### config.mk
export PLATFORM = sky130hd
export DESIGN_NAME = clkgate_ctrl
export DESIGN_NICKNAME = d
export VERILOG_FILES = /design/src/rtl/clkgate_pkg.sv /design/src/rtl/cg_index_decode.sv /design/src/rtl/cg_field_bank.sv /design/src/rtl/cg_enable_gen.sv /design/src/rtl/clkgate_ctrl.sv
export SDC_FILE = /design/constraint.sdc
export NUM_CORES = 1
export LEC_CHECK = 0
export ABC_AREA = 1
export BUFFER_PORTS_ARGS = -buffer_cell sky130_fd_sc_hd__buf_2
export CORE_MARGIN = 2
export CORE_UTILIZATION = 45
export DETAILED_ROUTE_END_ITERATION = 7
export GPL_ROUTABILITY_DRIVEN = 1
export HOLD_SLACK_MARGIN = 0.05
export SYNTH_ARGS = -nofsm -noshare
export SYNTH_HDL_FRONTEND = slang
export SYNTH_SLANG_ARGS = --single-unit
### constraint.sdc
create_clock -name clk -period 2.9 [get_ports clk]
set_clock_uncertainty 0.15 [all_clocks]
set_input_delay 0.29 -clock clk [delete_from_list [all_inputs] [get_ports clk]]
set_output_delay 0.29 -clock clk [all_outputs]
set_load 0.03 [all_outputs]
### src/rtl/clkgate_pkg.sv
package clkgate_pkg;

  localparam int unsigned MODE_W = 2;

  typedef enum logic [1:0] {
    GM_OFF      = 2'd0,
    GM_RUN      = 2'd1,
    GM_RUN_WAIT = 2'd2,
    GM_ALWAYS   = 2'd3
  } gate_mode_e;

  typedef enum logic [1:0] {
    PS_RUN  = 2'd0,
    PS_WAIT = 2'd1,
    PS_DOZE = 2'd2,
    PS_RSVD = 2'd3
  } pwr_state_e;

  // Decide whether a module with the given mode may clock in the given state.
  function automatic logic mode_allows(input logic [1:0] mode, input logic [1:0] ps);
    logic ok;
    case (gate_mode_e'(mode))
      GM_OFF:      ok = 1'b0;
      GM_RUN:      ok = (pwr_state_e'(ps) == PS_RUN);
      GM_RUN_WAIT: ok = (pwr_state_e'(ps) == PS_RUN) || (pwr_state_e'(ps) == PS_WAIT);
      default:     ok = 1'b1;
    endcase
    return ok;
  endfunction

endpackage

### src/rtl/cg_index_decode.sv
module cg_index_decode #(
  parameter int unsigned IDX_W          = 6,
  parameter int unsigned FIELDS_PER_REG = 16,
  parameter int unsigned NUM_REGS       = 3,
  parameter int unsigned NUM_MODULES    = 39
) (
  input  logic [IDX_W-1:0]          index,
  output logic                      valid,
  output logic [NUM_REGS-1:0]       reg_hot,
  output logic [FIELDS_PER_REG-1:0] fld_hot
);
  localparam int unsigned FLD_W = $clog2(FIELDS_PER_REG);
  localparam int unsigned RSL_W = IDX_W - FLD_W;
  localparam logic [IDX_W:0] LIMIT = (IDX_W+1)'(NUM_MODULES);

  assign valid = ({1'b0, index} < LIMIT);

  for (genvar r = 0; r < NUM_REGS; r++) begin : g_reg
    assign reg_hot[r] = (index[IDX_W-1:FLD_W] == RSL_W'(r));
  end

  for (genvar f = 0; f < FIELDS_PER_REG; f++) begin : g_fld
    assign fld_hot[f] = (index[FLD_W-1:0] == FLD_W'(f));
  end

endmodule

### src/rtl/cg_field_bank.sv
module cg_field_bank #(
  parameter int unsigned NUM_REGS       = 3,
  parameter int unsigned FIELDS_PER_REG = 16,
  parameter int unsigned SEL_W          = 2
) (
  input  logic                                   clk,
  input  logic                                   rst,
  input  logic                                   wr_go,
  input  logic [NUM_REGS-1:0]                    reg_hot,
  input  logic [FIELDS_PER_REG-1:0]              fld_hot,
  input  logic [clkgate_pkg::MODE_W-1:0]         wr_mode,
  input  logic [SEL_W-1:0]                       rd_sel,
  output logic [FIELDS_PER_REG*clkgate_pkg::MODE_W-1:0] rd_data,
  output logic [NUM_REGS*FIELDS_PER_REG*clkgate_pkg::MODE_W-1:0] words_flat
);
  import clkgate_pkg::*;

  localparam int unsigned REG_W = FIELDS_PER_REG * MODE_W;

  logic [REG_W-1:0] field_mask;
  logic [REG_W-1:0] field_data;
  logic [REG_W-1:0] words [NUM_REGS];

  for (genvar f = 0; f < FIELDS_PER_REG; f++) begin : g_mask
    assign field_mask[f*MODE_W +: MODE_W] = {MODE_W{fld_hot[f]}};
    assign field_data[f*MODE_W +: MODE_W] = wr_mode;
  end

  for (genvar r = 0; r < NUM_REGS; r++) begin : g_word
    always_ff @(posedge clk) begin
      if (rst) begin
        words[r] <= '1;
      end else if (wr_go && reg_hot[r]) begin
        words[r] <= (words[r] & ~field_mask) | (field_data & field_mask);
      end
    end
    assign words_flat[r*REG_W +: REG_W] = words[r];
  end

  logic [REG_W-1:0] rd_next;
  always_comb begin
    rd_next = '0;
    for (int r = 0; r < NUM_REGS; r++) begin
      if (rd_sel == SEL_W'(r)) rd_next = words[r];
    end
  end

  always_ff @(posedge clk) begin
    if (rst) rd_data <= '0;
    else     rd_data <= rd_next;
  end

endmodule

### src/rtl/cg_enable_gen.sv
module cg_enable_gen #(
  parameter int unsigned NUM_MODULES = 39,
  parameter int unsigned TOTAL_BITS  = 96
) (
  input  logic                   clk,
  input  logic                   rst,
  input  logic [TOTAL_BITS-1:0]  words_flat,
  input  logic [1:0]             pwr_state,
  output logic [NUM_MODULES-1:0] clk_en
);
  import clkgate_pkg::*;

  logic [NUM_MODULES-1:0] en_next;

  for (genvar m = 0; m < NUM_MODULES; m++) begin : g_mod
    assign en_next[m] = mode_allows(words_flat[m*MODE_W +: MODE_W], pwr_state);
  end

  always_ff @(posedge clk) begin
    if (rst) clk_en <= '1;
    else     clk_en <= en_next;
  end

endmodule

### src/rtl/clkgate_ctrl.sv
module clkgate_ctrl #(
  parameter int unsigned NUM_MODULES    = 39,
  parameter int unsigned NUM_REGS       = 3,
  parameter int unsigned FIELDS_PER_REG = 16,
  parameter int unsigned IDX_W          = $clog2(NUM_REGS * FIELDS_PER_REG),
  parameter int unsigned SEL_W          = (NUM_REGS > 1) ? $clog2(NUM_REGS) : 1,
  parameter int unsigned REG_W          = FIELDS_PER_REG * clkgate_pkg::MODE_W
) (
  input  logic                   clk,
  input  logic                   rst,
  input  logic                   wr_en,
  input  logic [IDX_W-1:0]       wr_index,
  input  logic [1:0]             wr_mode,
  input  logic [1:0]             pwr_state,
  input  logic [SEL_W-1:0]       rd_sel,
  output logic [REG_W-1:0]       rd_data,
  output logic [NUM_MODULES-1:0] clk_en
);
  localparam int unsigned TOTAL_BITS = NUM_REGS * REG_W;

  logic                      idx_valid;
  logic [NUM_REGS-1:0]       reg_hot;
  logic [FIELDS_PER_REG-1:0] fld_hot;
  logic [TOTAL_BITS-1:0]     words_flat;

  cg_index_decode #(
    .IDX_W(IDX_W), .FIELDS_PER_REG(FIELDS_PER_REG),
    .NUM_REGS(NUM_REGS), .NUM_MODULES(NUM_MODULES)
  ) u_dec (
    .index(wr_index), .valid(idx_valid), .reg_hot(reg_hot), .fld_hot(fld_hot)
  );

  cg_field_bank #(
    .NUM_REGS(NUM_REGS), .FIELDS_PER_REG(FIELDS_PER_REG), .SEL_W(SEL_W)
  ) u_bank (
    .clk(clk), .rst(rst), .wr_go(wr_en && idx_valid), .reg_hot(reg_hot),
    .fld_hot(fld_hot), .wr_mode(wr_mode), .rd_sel(rd_sel), .rd_data(rd_data),
    .words_flat(words_flat)
  );

  cg_enable_gen #(
    .NUM_MODULES(NUM_MODULES), .TOTAL_BITS(TOTAL_BITS)
  ) u_en (
    .clk(clk), .rst(rst), .words_flat(words_flat), .pwr_state(pwr_state),
    .clk_en(clk_en)
  );

endmodule

==> impl_metrics.env <==
export IMPL_routed_wl_met3_um=1180
export IMPL_r2r_end="u_bank.words[2][11]"
export IMPL_status="finished, final reports clean"
export IMPL_drive_above_1_share=0.149
export IMPL_ir_drop_v=0.000389
export IMPL_pwr_share_seq=0.492
export IMPL_tightest_slew_ps=765
export IMPL_dr_pass1_iters=7
export IMPL_fmax_mhz=612
export IMPL_antenna_left=0
export IMPL_clock_sinks=167
export IMPL_fin_ws_ps=1270
export IMPL_wl_met2_um=8300
export IMPL_cts_setup_buffers=0
export IMPL_slew_viol_final=0
export IMPL_seqCellArea_sq_mm=0.00430
export IMPL_nFillCells=1470
export IMPL_synth_seq_cells=167
export IMPL_port_buffers=85
export IMPL_hold_slack_ps=276
export IMPL_vias=5836
export IMPL_syn_area_per_cell_sq_um=8.55
export IMPL_wl_um=17600
export IMPL_crit_start="wr_index[0]"
export IMPL_slew_limit_headroom=0.488
export IMPL_setup_violations=0
export IMPL_cts_buffer_depth=2
export IMPL_synth_edf_count=96
export IMPL_drtIter0Drc=588
export IMPL_cts_made_buffers=17
export IMPL_power_density_mw_per_mm2=621
export IMPL_hp_start="rst"
export IMPL_crit_buf_inv=2
export IMPL_cts_root_buf="clkbuf_16"
export IMPL_syn_inst=830
export IMPL_ys_warn_count=0
export IMPL_synthArstFlopShare=0
export IMPL_grt_use_total=0.218
export IMPL_synth_nets=845
export IMPL_finalInstanceArea_sq_mm=0.00835
export IMPL_die_h_um=130
export IMPL_critPathSlowestCell="nor2_4"
export IMPL_dieArea_sq_mm=0.0168
export IMPL_start_util=0.463
export IMPL_max_cap_viol_count=0
export IMPL_static_leakage_power_nw=3.79
export IMPL_grt_antenna_before_repair=0
export IMPL_utilization=0.545
export IMPL_core_area_sq_mm=0.0153
export IMPL_vias_per_cell=5.13
export IMPL_tns_ps=0
export IMPL_p_clk_frac=0.426
export IMPL_critPathKind="input pin to flop"
export IMPL_gp_congestion=0.811
export IMPL_synth_cell_types=14
export IMPL_endpoint_kind="flop"
export IMPL_crit_family="simple AND/OR/NAND/NOR gates"
export IMPL_crit_fanout=32
export IMPL_num_rows=45
export IMPL_grt_pass1_vias=5395
export IMPL_diodes=0
export IMPL_syn_cell_area_sq_mm=0.00710
export IMPL_cts_max_level=4
export IMPL_period_needed_ps=1630
export IMPL_path_cells="buf_2 -> nand2_1 -> inv_1 -> nand2_2 -> nand2_2 -> nor2_4 -> nand2_1"
export IMPL_p_int_w=0.00398
export IMPL_cts_hold_buf=0
export IMPL_power_frac_comb=0.082
export IMPL_m1WireLength_um=7880
export IMPL_post_place_ws_ps=809
export IMPL_dominantRegCellSynth="edfxtp_1"
export IMPL_dp_hpwl_um=11000
export IMPL_grt_max_degree=43
export IMPL_rr_worst_depth=4
export IMPL_r2r_slack_ps=1780
export IMPL_required_ps=2890
export IMPL_final_common_cell="nand2_1"
export IMPL_switching_share=0.231
export IMPL_finalCritPeriodShare=0.563
export IMPL_multi_input_area_sq_mm=0.00236
export IMPL_clk_pin_slew_worst_paths_ps=60
export IMPL_p_sw_w=0.00120
export IMPL_hold_end="u_bank.words[2][18]"
export IMPL_grt_overflow=0
export IMPL_hold_viol_final=0
export IMPL_cts_tree="yes"
export IMPL_ys_seq_area_frac=0.606
export IMPL_final_cell_mix="nand2_1 (347), nand3_1 (152), edfxtp_1 (96)"
export IMPL_dr_max_layer_used="met4"
export IMPL_hold_depth=3
export IMPL_holdCritPathClass="input pin to flop"
export IMPL_insertion_delay_ps=420
export IMPL_die_x_um=130
export IMPL_grt_pass1_wl_um=28000
export IMPL_area_growth_pct=17.6
export IMPL_rsz0062_at_grt="false"
export IMPL_place_area_sq_mm=0.00778
export IMPL_post_cts_resize_count=0
export IMPL_slowest_delay_ps=580
export IMPL_timing_rr_start="u_bank.words[2][11]"
export IMPL_cp_arrival_ps=1620
export IMPL_wire_per_inst_um=15.5
export IMPL_io_pins=86
export IMPL_drcViolationCount=0
export IMPL_nets=928
export IMPL_startpoint_type="input pin"
how the worst max path moves through the flow:
stage                                     to  slack, ps  cells after the start
after floorplan           u_bank.words[0][0]        910                      4
after global placement    u_bank.words[2][3]        890                      7
after detailed placement  u_bank.words[2][7]        810                      7
after CTS                 u_bank.words[2][7]       1250                      7
after global routing      u_bank.words[2][7]       1080                      7
final                     u_bank.words[2][7]       1270                      7
kinds of logic (layout without fill, tap and decap cells):
family | count (synthesis) | in the layout | share of synthesized area
AO/OA/AOI/OAI | 39 | 39 | 0.0275
buffers and inverters | 106 | 202 | 0.0626
flip-flops | 167 | 167 | 0.606
AND/OR/NAND/NOR | 518 | 518 | 0.304
cells in the mapped netlist (3+ instances only):
cell / instances / area share
buf_6: 3 / 0.0048
nand3_1: 152 / 0.11
nand2_1: 347 / 0.18
buf_2: 13 / 0.0092
edfxtp_1: 96 / 0.41
nor2_1: 15 / 0.0079
inv_1: 67 / 0.035
o21ai_0: 38 / 0.027
dfxtp_1: 71 / 0.20
clkbuf_1: 21 / 0.011
layout make-up:
class	instances	share of cell area
sequential	167	0.516
clock inverter	4	0.00839
multi-input combinational	557	0.283
clock buffer	28	0.0595
inverter	67	0.0301
timing repair buffer	103	0.0716
tap	211	0.0316
metrics by stage:
| stage | power (W) | instances |
|---|---|---|
| floorplan | 0.00288 | 830 |
| global placement | 0.00302 | 1105 |
| detailed placement | 0.00302 | 1105 |
| CTS | 0.00522 | 1137 |
| global route | 0.00535 | 1137 |
| finish | 0.00518 | 1137 |
tightest hold or removal path, cell delays in order:
cell and delay [ps]:
buf_2 190, nor2_4 180, nand2_1 90
per-layer routing:
metal | vias up | track usage
met5 | - | 0
met4 | 0 | 0.0854
met3 | 20 | 0.0372
met2 | 222 | 0.337
met1 | 2727 | 0.309
li1 | 2867 | -
power groups by stage:
stage	Combinational [W]	Sequential (W)	Clock (W)
after global routing	0.000472	0.00255	0.00233
after detailed placement	0.000424	0.00260	0
after global placement	0.000422	0.00260	0
after floorplan	0.000207	0.00267	0
after CTS	0.000427	0.00255	0.00224
final	0.000424	0.00255	0.00221
state kept, by name, summed over array words and instances (netlist names):
| name | cells |
|---|---|
| u_bank.rd_data | 32 |
| u_en.clk_en | 39 |
| u_bank.words | 96 |
Note: power is estimated with default switching activity, not from simulation.
